## src/rtl/clb_pkg.sv

```systemverilog
package clb_pkg;
  typedef enum logic [1:0] {
    ACT_NONE,
    ACT_TRAP,
    ACT_NOW,
    ACT_DEFER
  } clb_act_e;

  function automatic clb_act_e clb_pick_act(input logic take, input logic off_zero,
                                            input logic delay_zero);
    if (take && off_zero) return ACT_TRAP;
    if (delay_zero) return ACT_NOW;
    return ACT_DEFER;
  endfunction
endpackage

```

## src/rtl/clb_eval.sv

```systemverilog
module clb_eval #(
  parameter int PC_W   = 32,
  parameter int CNT_W  = 16,
  parameter int OFF_W  = 16,
  parameter int COND_W = 8,
  localparam int SEL_W = (COND_W > 1) ? $clog2(COND_W) : 1
) (
  input  logic [COND_W-1:0] cond_reg,
  input  logic [SEL_W-1:0]  cond_sel,
  input  logic              sense,
  input  logic              dec,
  input  logic [CNT_W-1:0]  cnt_in,
  input  logic [OFF_W-1:0]  offset,
  input  logic [PC_W-1:0]   next_pc,
  output logic              take,
  output logic              off_zero,
  output logic [CNT_W-1:0]  cnt_next,
  output logic [PC_W-1:0]   target
);
  logic            cbit;
  logic [PC_W-1:0] off_ext;

  assign cbit     = cond_reg[cond_sel];
  assign cnt_next = dec ? cnt_in - CNT_W'(1) : cnt_in;
  assign take     = (cbit == sense) && (cnt_next == '0);
  assign off_zero = (offset == '0);
  assign off_ext  = PC_W'($signed(offset));
  assign target   = next_pc + off_ext;
endmodule

```

## src/rtl/clb_cleave_ctr.sv

```systemverilog
module clb_cleave_ctr #(
  parameter int CLV_W = 4
) (
  input  logic             clk,
  input  logic             rst,
  input  logic             load,
  input  logic [CLV_W-1:0] load_cnt,
  input  logic             retire,
  output logic             busy,
  output logic             last
);
  logic [CLV_W-1:0] remain;

  assign last = busy && retire && (remain == CLV_W'(1));

  always_ff @(posedge clk) begin
    if (rst) begin
      busy   <= 1'b0;
      remain <= '0;
    end else if (load) begin
      busy   <= 1'b1;
      remain <= load_cnt;
    end else if (busy && retire) begin
      remain <= remain - CLV_W'(1);
      if (remain == CLV_W'(1)) busy <= 1'b0;
    end
  end
endmodule

```

## src/rtl/counted_loop_br.sv

```systemverilog
module counted_loop_br #(
  parameter int PC_W   = 32,
  parameter int CNT_W  = 16,
  parameter int OFF_W  = 16,
  parameter int COND_W = 8,
  parameter int CLV_W  = 4,
  localparam int SEL_W = (COND_W > 1) ? $clog2(COND_W) : 1
) (
  input  logic              clk,
  input  logic              rst,
  input  logic              br_valid,
  input  logic [COND_W-1:0] cond_reg,
  input  logic [SEL_W-1:0]  cond_sel,
  input  logic              br_sense,
  input  logic              br_dec,
  input  logic [CNT_W-1:0]  cnt_in,
  input  logic [OFF_W-1:0]  br_offset,
  input  logic [PC_W-1:0]   next_pc,
  input  logic [CLV_W-1:0]  cleave_cnt,
  input  logic              retire,
  output logic              redirect_valid,
  output logic [PC_W-1:0]   redirect_pc,
  output logic              cancel,
  output logic              cleave_busy,
  output logic              cnt_wb_valid,
  output logic [CNT_W-1:0]  cnt_wb_data,
  output logic              trap,
  output logic              err
);
  import clb_pkg::*;

  logic             take, off_zero, accept, win_last;
  logic [CNT_W-1:0] cnt_next;
  logic [PC_W-1:0]  target;
  logic             held_take;
  logic [PC_W-1:0]  held_pc;
  clb_act_e         act;

  clb_eval #(
    .PC_W(PC_W), .CNT_W(CNT_W), .OFF_W(OFF_W), .COND_W(COND_W)
  ) u_eval (
    .cond_reg(cond_reg), .cond_sel(cond_sel), .sense(br_sense), .dec(br_dec),
    .cnt_in(cnt_in), .offset(br_offset), .next_pc(next_pc),
    .take(take), .off_zero(off_zero), .cnt_next(cnt_next), .target(target)
  );

  assign accept = br_valid && !cleave_busy;
  assign act    = clb_pick_act(take, off_zero, cleave_cnt == '0);

  clb_cleave_ctr #(.CLV_W(CLV_W)) u_ctr (
    .clk(clk), .rst(rst),
    .load(accept && (act == ACT_DEFER)),
    .load_cnt(cleave_cnt),
    .retire(retire),
    .busy(cleave_busy),
    .last(win_last)
  );

  always_ff @(posedge clk) begin
    if (rst) begin
      redirect_valid <= 1'b0;
      redirect_pc    <= '0;
      cancel         <= 1'b0;
      cnt_wb_valid   <= 1'b0;
      cnt_wb_data    <= '0;
      trap           <= 1'b0;
      err            <= 1'b0;
      held_take      <= 1'b0;
      held_pc        <= '0;
    end else begin
      redirect_valid <= 1'b0;
      trap           <= 1'b0;
      err            <= br_valid && cleave_busy;
      cnt_wb_valid   <= accept && br_dec;
      if (accept && br_dec) cnt_wb_data <= cnt_next;
      if (win_last) begin
        redirect_valid <= held_take;
        redirect_pc    <= held_pc;
        cancel         <= 1'b0;
      end
      if (accept) begin
        case (act)
          ACT_TRAP: trap <= 1'b1;
          ACT_NOW: begin
            redirect_valid <= take;
            if (take) redirect_pc <= target;
          end
          ACT_DEFER: begin
            held_take <= take;
            held_pc   <= target;
            cancel    <= !take;
          end
          default: ;
        endcase
      end
    end
  end
endmodule

```

## config.mk

```make
export PLATFORM = sky130hd
export DESIGN_NAME = counted_loop_br
export DESIGN_NICKNAME = d
export VERILOG_FILES = /design/src/rtl/clb_pkg.sv /design/src/rtl/clb_eval.sv /design/src/rtl/clb_cleave_ctr.sv /design/src/rtl/counted_loop_br.sv
export SDC_FILE = /design/constraint.sdc
export NUM_CORES = 1
export LEC_CHECK = 0
export CORE_MARGIN = 5
export CORE_UTILIZATION = 39
export DETAILED_ROUTE_END_ITERATION = 8
export PLACE_DENSITY = 0.67
export SLEW_MARGIN = 20
export SYNTH_ARGS = -nofsm -noshare
export SYNTH_HDL_FRONTEND = slang
export SYNTH_HIERARCHICAL = 1
export SYNTH_SLANG_ARGS = --single-unit
```

## constraint.sdc

```tcl
create_clock -name clk -period 4.42 [get_ports clk]
set_input_delay 0.884 -clock clk [delete_from_list [all_inputs] [get_ports clk]]
set_output_delay 0.884 -clock clk [all_outputs]
set_load 0.01 [all_outputs]
```

Word level (Yosys, flattened, before mapping). Index checks and enable logic that the tools add are counted.

Flip-flop bits (word level): 91. Bits of input ports: 85.

$add $sub $neg: 3. Order comparisons: 1. Equal/unequal tests: 5. Multiplexer cells: 26. Bitwise gates (word level): 1. Reduce and logical (&&, ||, !) cells: 18.

Operators with widths (number): two-way mux 32 bit (4); adder 32 bit (1); zero test 16 bit (2); two-way mux 16 bit (1); subtractor 16 x 1 -> 16 bit, second input constant (1); two-way mux 1 bit (14); logical AND 1 bit (8); two-way mux 2 bit (4); two-way mux 4 bit (2); equality test 2 bit, second input constant (2); equality test 4 x 1 -> 1 bit, second input constant (1); zero test 4 bit (1); less-than comparator 3 x 4 -> 1 bit, second input constant (1); AND reduction 2 bit (2); nonzero test 2 bit (2); subtractor 4 x 1 -> 4 bit, second input constant (1); binary-select mux 1 bit (select 3 bit) (1); equality test 2 x 1 -> 1 bit, second input constant (1); zero test 1 bit (2); OR reduction 2 bit (1); equality test 1 bit (1); NOT 1 bit (1).

Logic depth before layout (Yosys ltp). Gate-level depths: netlist (run 1).

Word-level depth: 13. Mapped depth: 16. Depth with buffers taken out: 13.

Modules after synthesis. The synthesis (run 1) kept the hierarchy.

Modules (own cells, without submodules): counted_loop_br (times used 1, cells each 374, area each 3773.6 um2, sequential area each 1721.7 um2); clb_eval (times used 1, cells each 313, area each 2179.6 um2, sequential area each 0.0 um2); clb_cleave_ctr (times used 1, cells each 31, area each 262.8 um2, sequential area each 100.1 um2).

Least setup slack after synthesis (run 1). OpenSTA, ideal clock, no wires.

Kind: in2reg. Start: input port cnt_in[7]. End: register u_ctr.remain[3]. Setup time: 0.091 ns. Arrival: 4.721 ns. Required time: 4.329 ns. Slack: -0.392 ns. Stages: 16. Path buffers: 3. Path through: or3_1 > buf_2 > or4_4 > or4_4 > nor3_2 > xor2_1 > or4_1 > nor4_1 > and2_1 > or3_1 > buf_2 > inv_2 > buf_2 > inv_1 > nor2_1 > a311oi_1.

Longest elaborated chain between the ends: 10. Elaborated cells between the ends (all ways): 11.

RTL lines: start, declared (RTL line counted_loop_br.sv:16) `input logic [CNT_W-1:0] cnt_in,`; subtractor 16 x 1 -> 16 bit (*) (RTL line clb_eval.sv:24) `assign cnt_next = dec ? cnt_in - CNT_W'(1) : cnt_in;`; two-way mux 16 bit (*) (RTL line clb_eval.sv:24); net cnt_next[15] (RTL line counted_loop_br.sv:33) `logic [CNT_W-1:0] cnt_next;`; zero test 16 bit (*) (RTL line clb_eval.sv:25) `assign take = (cbit == sense) && (cnt_next == '0);`; logical AND 1 bit (*) (RTL line clb_eval.sv:25); net take (RTL line counted_loop_br.sv:32) `logic take, off_zero, accept, win_last;`; logical AND 1 bit (*) (RTL line clb_pkg.sv:11) `if (take && off_zero) return ACT_TRAP;`; two-way mux 1 bit (*) (RTL line clb_pkg.sv:11); two-way mux 2 bit (*) (RTL line clb_pkg.sv:12) `if (delay_zero) return ACT_NOW;`; equality test 2 bit (*) (RTL line counted_loop_br.sv:52) `.load(accept && (act == ACT_DEFER)),`; logical AND 1 bit (*) (RTL line counted_loop_br.sv:52); two-way mux 4 bit or nonzero test 2 bit (tied branches); end signal, assigned (RTL line clb_cleave_ctr.sv:22) `remain <= load_cnt;`; end signal, assigned (RTL line clb_cleave_ctr.sv:24) `remain <= remain - CLV_W'(1);`; end, declared (RTL line clb_cleave_ctr.sv:12) `logic [CLV_W-1:0] remain;`.

The timed path passes the listed nets; every way through them passes the cells marked *. A chain may end at the register's enable or synchronous reset.

Final worst setup path (run 1).
Start: input port cnt_in[7]. End: register redirect_pc[14].

Longest elaborated chain between the ends: 10. Elaborated cells between the ends (all ways): 11.

RTL lines: subtractor 16 x 1 -> 16 bit (*) (RTL line clb_eval.sv:24); two-way mux 16 bit (*) (RTL line clb_eval.sv:24); net cnt_next[15] (RTL line counted_loop_br.sv:33); zero test 16 bit (*) (RTL line clb_eval.sv:25); logical AND 1 bit (*) (RTL line clb_eval.sv:25); net take (RTL line counted_loop_br.sv:32); logical AND 1 bit (RTL line clb_pkg.sv:11); two-way mux 1 bit (RTL line clb_pkg.sv:11); two-way mux 2 bit (RTL line clb_pkg.sv:12); equality test 2 bit (RTL line counted_loop_br.sv:82) `case (act)`; two-way mux 32 bit (*) (RTL line counted_loop_br.sv:82); two-way mux 32 bit (*) (RTL line counted_loop_br.sv:81) `if (accept) begin`; end signal, assigned (RTL line counted_loop_br.sv:78) `redirect_pc <= held_pc;`; end signal, assigned (RTL line counted_loop_br.sv:86) `if (take) redirect_pc <= target;`; end, declared (RTL line counted_loop_br.sv:22) `output logic [PC_W-1:0] redirect_pc,`.

Marked as above.

==> results.json, run 1 <==
{
  "area_growth_pct": 33.1,
  "end_kind": "register",
  "vias_per_cell": 5.09,
  "die_w_um": 136,
  "grt_pass1_wl_mm": 26.8,
  "drt-total-wl_mm": 16.4,
  "grt.total_usage_pct": 17.8,
  "crit_path_start_kind": "primary input",
  "cp.arrival_ps": 4500,
  "clock_skew_ps": 6.21,
  "min_to": "cnt_wb_data[9]$_SDFFE_PP0P_",
  "min_from": "cnt_wb_data[9]$_SDFFE_PP0P_",
  "netlist_area_um2": 6220,
  "cts_max_path_buffers": 2,
  "synth.ff_latch_count": 91,
  "ys_types": 61,
  "cts_resized": 0,
  "reg2reg_depth": 6,
  "h-tree-depth": 3,
  "dieArea_um2": 18600,
  "cts-root-buf": "clkbuf_16",
  "io_buffers": 138,
  "worstReg2RegEnd": "redirect_pc[14]$_SDFF_PP0_",
  "insertion_delay_ps": 340,
  "hold_buffers": 0,
  "crit_fanout": 27,
  "outcome": "finished, final reports clean",
  "rsz0062_at_grt": "false",
  "grt_start_max_net_pins": 62,
  "synth_edf_count": 0,
  "fin_crit_ps": 4280,
  "synth_warnings": 6,
  "ir_drop_uv": 154,
  "rows": 46,
  "grt_pass1_vias": 5366,
  "seq_area_frac_synth_pct": 29.3,
  "cp_data_required_time_ps": 4640,
  "layout.cells.most_common": "clkdlybuf4s50_1",
  "worst-r2r-setup-slack_ps": 2270,
  "dr_total_vias": 5516,
  "pwr_density_cell_nw_per_um2": 269,
  "drive_gt1_share_pct": 10.8,
  "power_mw": 2.23,
  "syn_avg_cell_area_um2": 8.66,
  "cap_viol_max_count": 0,
  "async_flop_share_pct": 0,
  "core_area_um2": 15800,
  "holdPathStages": 2,
  "p_leak_nw": 3.31,
  "final_cell_mix": "137 x clkdlybuf4s50_1, 99 x mux2i_1, 91 x dfxtp_1",
  "nets": 983,
  "first_iter_violations": 338,
  "fmax_mhz": 234,
  "gp_congestion": 0.827,
  "dp_hpwl_mm": 12.6,
  "antenna_found_initial": 0,
  "route.antenna.remaining_nets": 0,
  "holdCritPathClass": "register to register",
  "cts_tree": "done",
  "syn_inst": 718,
  "worst_pin_slew_ps": 977,
  "slew_violations": 0,
  "maxSlewHeadroom_pct": 34.9,
  "cts_buffers": 9,
  "setup_slack_ps": 140,
  "diodes": 0,
  "post-cts-setup-buffer-count": 0,
  "dr.pass1.iters": 5,
  "synth_ff_type": "dfxtp_1",
  "drc": 0,
  "postSynthNetCount": 838,
  "pre_cts_ws_ps": -202,
  "setup_violations": 0,
  "start_util_pct": 39.4,
  "period_share_pct": 96.8,
  "hold_viol": 0,
  "critPathKind": "primary input to register",
  "die_h_um": 136,
  "path_clk_slew_ps": 60,
  "wl_per_cell_um": 15.1,
  "r2r-start": "u_ctr/busy$_SDFFE_PP0P_",
  "cts.sink_count": 91,
  "grt.overflow.total": 0,
  "io_pins": 139
}
-- area by class of cell --
| cell class | count | area, um2 |
|---|---|---|
| multi-input cells | 571 | 4180 |
| inverters | 23 | 91.3 |
| fillers | 1488 | 7500 |
| clock inverters | 6 | 50.0 |
| flip-flops and latches | 91 | 1820 |
| repair buffers | 167 | 1630 |
| well taps | 216 | 270 |
| clock buffers | 10 | 229 |
-- logic make-up after synthesis --
group           Yosys count  share of synthesized area [%]
simple gates            251                           22.5
compound gates          140                           14.2
mux                     103                           17.0
flops                    91                           29.3
buf+inv                  56                           3.90
xor+xnor                 42                           5.92
fa+ha+maj                35                           7.17
-- critical path, cell delays in order --
cell             delay [ps]
clkdlybuf4s50_1         410
or3_1                   400
or4_4                   440
or4_4                   430
nor3_2                  200
xor2_1                  120
or4_4                   440
nor4_4                  300
or4b_4                  510
buf_12                  200
mux2i_1                 140
-- through the flow --
step                hold WS, ps  instance area [um2]  setup TNS [ps]  util [%]  instances
finish                      454                 8270               0      52.4       1084
global route                467                 8270               0      52.4       1084
CTS                         456                 8270               0      52.4       1084
detailed placement          447                 7990           -7730      50.7       1068
global placement            442                 7990           -6260      50.7       1068
floorplan                   446                 6260               0         -        718
-- cells in the mapped netlist, types with 13 or more instances --
master    count  share of area (%)
a21oi_1      58                4.7
clkbuf_1     22                1.3
dfxtp_1      91                 29
ha_1         34                6.8
inv_1        22                1.3
mux2i_1      99                 16
nand2_1      58                3.5
nand2b_1     69                6.9
nor2_1       32                1.9
nor4_1       13                1.3
o21ai_0      17                1.4
or2_2        33                3.3
xnor2_1      25                3.5
xor2_1       17                2.4
-- worst max path at each step --
stage	from	end	depth (start not counted)
after global placement	cnt_in[7]	redirect_pc[19]$_SDFF_PP0_	11
after floorplan	cnt_in[7]	u_ctr/remain[1]$_SDFFE_PP0P_	15
after CTS	cnt_in[7]	redirect_pc[14]$_SDFF_PP0_	11
after global routing	cnt_in[7]	u_ctr/remain[1]$_SDFFE_PP0P_	13
after detailed placement	cnt_in[7]	redirect_pc[9]$_SDFF_PP0_	11
final	cnt_in[7]	redirect_pc[14]$_SDFF_PP0_	11
-- layer usage --
metal | GRT usage, % | wire length, um | vias to the layer above
li1 | - | - | 2853
met1 | 25.6 | 8040 | 2507
met2 | 28.2 | 7300 | 145
met3 | 3.03 | 940 | 11
met4 | 3.36 | 108 | 0
met5 | 0 | 0 | -
-- sequential cells by signal, summed over array words and instances (netlist names) --
register        cells
u_ctr/remain        4
cnt_wb_data        16
cancel              1
redirect_valid      1
held_pc            32
cnt_wb_valid        1
u_ctr/busy          1
held_take           1
err                 1
trap                1
redirect_pc        32
-- where the power goes --
part | internal [mW] | switching, mW
combinational | 0.295 | 0.303
clock | 0.389 | 0.344
sequential | 0.868 | 0.0288
Power figures use the tool's default switching activity.
==> run 2, diff against run 1 <==
--- a/config.mk
+++ b/config.mk
@@ -8,6 +8,7 @@
 export CORE_MARGIN = 5
 export CORE_UTILIZATION = 39
 export DETAILED_ROUTE_END_ITERATION = 8
+export GPL_TIMING_DRIVEN = 1
 export PLACE_DENSITY = 0.67
 export SLEW_MARGIN = 20
 export SYNTH_ARGS = -nofsm -noshare
==> results of run 2 <==
Same layout as run 1: the final DEF is identical, and so are final timing and power.
==> run 3, diff against run 2 <==
--- a/config.mk
+++ b/config.mk
@@ -9,7 +9,7 @@
 export CORE_UTILIZATION = 39
 export DETAILED_ROUTE_END_ITERATION = 8
 export GPL_TIMING_DRIVEN = 1
-export PLACE_DENSITY = 0.67
+export PLACE_DENSITY = 0.64
 export SLEW_MARGIN = 20
 export SYNTH_ARGS = -nofsm -noshare
 export SYNTH_HDL_FRONTEND = slang
==> results.json, run 3 (synthesis results as in run 1) <==
{
  "outcome": "finished, final reports clean",
  "h-tree-depth": 3,
  "pwr_density_cell_nw_per_um2": 281,
  "grt_pass1_vias": 5661,
  "cts_max_path_buffers": 2,
  "insertion_delay_ps": 340,
  "dr.pass1.iters": 5,
  "cts_buffers": 9,
  "fmax_mhz": 230,
  "cap_viol_max_count": 0,
  "maxSlewHeadroom_pct": 47.3,
  "period_share_pct": 98.2,
  "rows": 46,
  "cp_data_required_time_ps": 4640,
  "grt.total_usage_pct": 18.3,
  "n_fill_cell": 1449,
  "clock_skew_ps": 6.57,
  "grt.overflow.total": 0,
  "ir_drop_uv": 176,
  "area_growth_pct": 33.9,
  "fin_util_pct": 52.8,
  "path_cells": "clkdlybuf4s50_1 > or3_1 > or4_4 > or4_4 > nor3_2 > xor2_1 > or4_4 > nor4_4 > or4b_4 > buf_12 > mux2i_2",
  "route.antenna.remaining_nets": 0,
  "core_area_um2": 15800,
  "fin_crit_ps": 4340,
  "slowest_stage": "or4b_4",
  "wl_per_cell_um": 15.9,
  "layout_top_registers": "held_pc (32), redirect_pc (32), cnt_wb_data (16)",
  "slew_violations": 0,
  "post-cts-setup-buffer-count": 0,
  "rsz0062_at_grt": "true",
  "cp_common_cell": "or4_4",
  "drc": 0,
  "drt-total-wl_mm": 17.2,
  "critPathKind": "primary input to register",
  "final_cell_mix": "136 x clkdlybuf4s50_1, 98 x mux2i_1, 91 x dfxtp_1",
  "dp_hpwl_mm": 13.4,
  "dieArea_um2": 18600,
  "gp_congestion": 0.920,
  "grt_start_max_net_pins": 55,
  "worst_pin_slew_ps": 771,
  "io_buffers": 138,
  "cts.sink_count": 91,
  "nets": 981,
  "cts-root-buf": "clkbuf_16",
  "hold_viol": 0,
  "cp.arrival_ps": 4560,
  "vias_per_cell": 5.24,
  "end_kind": "register",
  "setup_violations": 0,
  "grt_pass1_wl_mm": 27.6,
  "diodes": 0,
  "critical-path-max-stage-delay_ps": 560,
  "path_clk_slew_ps": 60,
  "start_util_pct": 39.4,
  "cts_tree": "done",
  "layout.cells.most_common": "clkdlybuf4s50_1",
  "die_h_um": 136,
  "first_iter_violations": 298,
  "crit_fanout": 14,
  "crit_path_start_kind": "primary input",
  "cts_resized": 0,
  "die_w_um": 136,
  "postPlaceCellArea_um2": 7960,
  "p_leak_nw": 3.33,
  "antenna_found_initial": 0,
  "fin_area_um2": 8320,
  "drive_gt1_share_pct": 10.9,
  "dr_total_vias": 5672,
  "hold_buffers": 0,
  "holdCritPathClass": "register to register",
  "io_pins": 139
}
## run 3: cell types whose count changed in the layout (fill, tap and decap cells not counted), sizes merged
cell | previous run | this run
bufinv | 0 | 2
clkdlybuf4s50 | 137 | 136
clkinv | 3 | 1
inv | 25 | 24
dlymetal6s2s | 0 | 1
clkbuf | 10 | 12
buf | 30 | 27
## run 3: stage by stage
| stage | power (mW) | worst slack, ps | instances | setup TNS (ps) | hold slack [ps] |
|---|---|---|---|---|---|
| global route | 2.45 | -4.82 | 1082 | -7.25 | 471 |
| CTS | 2.35 | 32.6 | 1081 | 0 | 455 |
| floorplan | 1.29 | 57.3 | 718 | 0 | 446 |
| global placement | 1.49 | -230 | 1065 | -11540 | 443 |
| finish | 2.34 | 80.3 | 1082 | 0 | 452 |
| detailed placement | 1.51 | -300 | 1065 | -16140 | 446 |
## run 3: routing by layer
metal,global-route usage (%),share of wire [%]
met1,25.2,47
met2,30.2,46
met3,2.63,5.3
met4,4.70,1.4
met5,0,0
## run 3: area by class of cell
class	count	area, um2	area share, %
clock buffers	11	243	2.92
multi-input cells	571	4190	50.3
clock inverters	5	85.1	1.02
repair buffers	165	1620	19.5
well taps	216	270	3.25
flip-flops and latches	91	1820	21.9
inverters	23	91.3	1.10
## run 3: worst paths after layout
check        cells after the start  slack (ps)                          end                   startpoint
max reg2reg                      6        2270   redirect_pc[14]$_SDFF_PP0_      u_ctr/busy$_SDFFE_PP0P_
max                             11          80   redirect_pc[26]$_SDFF_PP0_                    cnt_in[7]
min reg2reg                      2         450  cnt_wb_data[7]$_SDFFE_PP0P_  cnt_wb_data[7]$_SDFFE_PP0P_
min                              2         450  cnt_wb_data[7]$_SDFFE_PP0P_  cnt_wb_data[7]$_SDFFE_PP0P_
## run 3: where the power goes
part           internal, mW  total (mW)  switching [mW]
combinational         0.291       0.600           0.309
sequential            0.868       0.898          0.0296
clock                 0.514       0.841           0.327
## run 3: worst max-delay path, delay by kind of cell
family,cells,cell delay [ps]
and+or+nand+nor,7,2800
buffers and inverters,2,610
muxes,1,150
xor gates and xnor gates,1,110
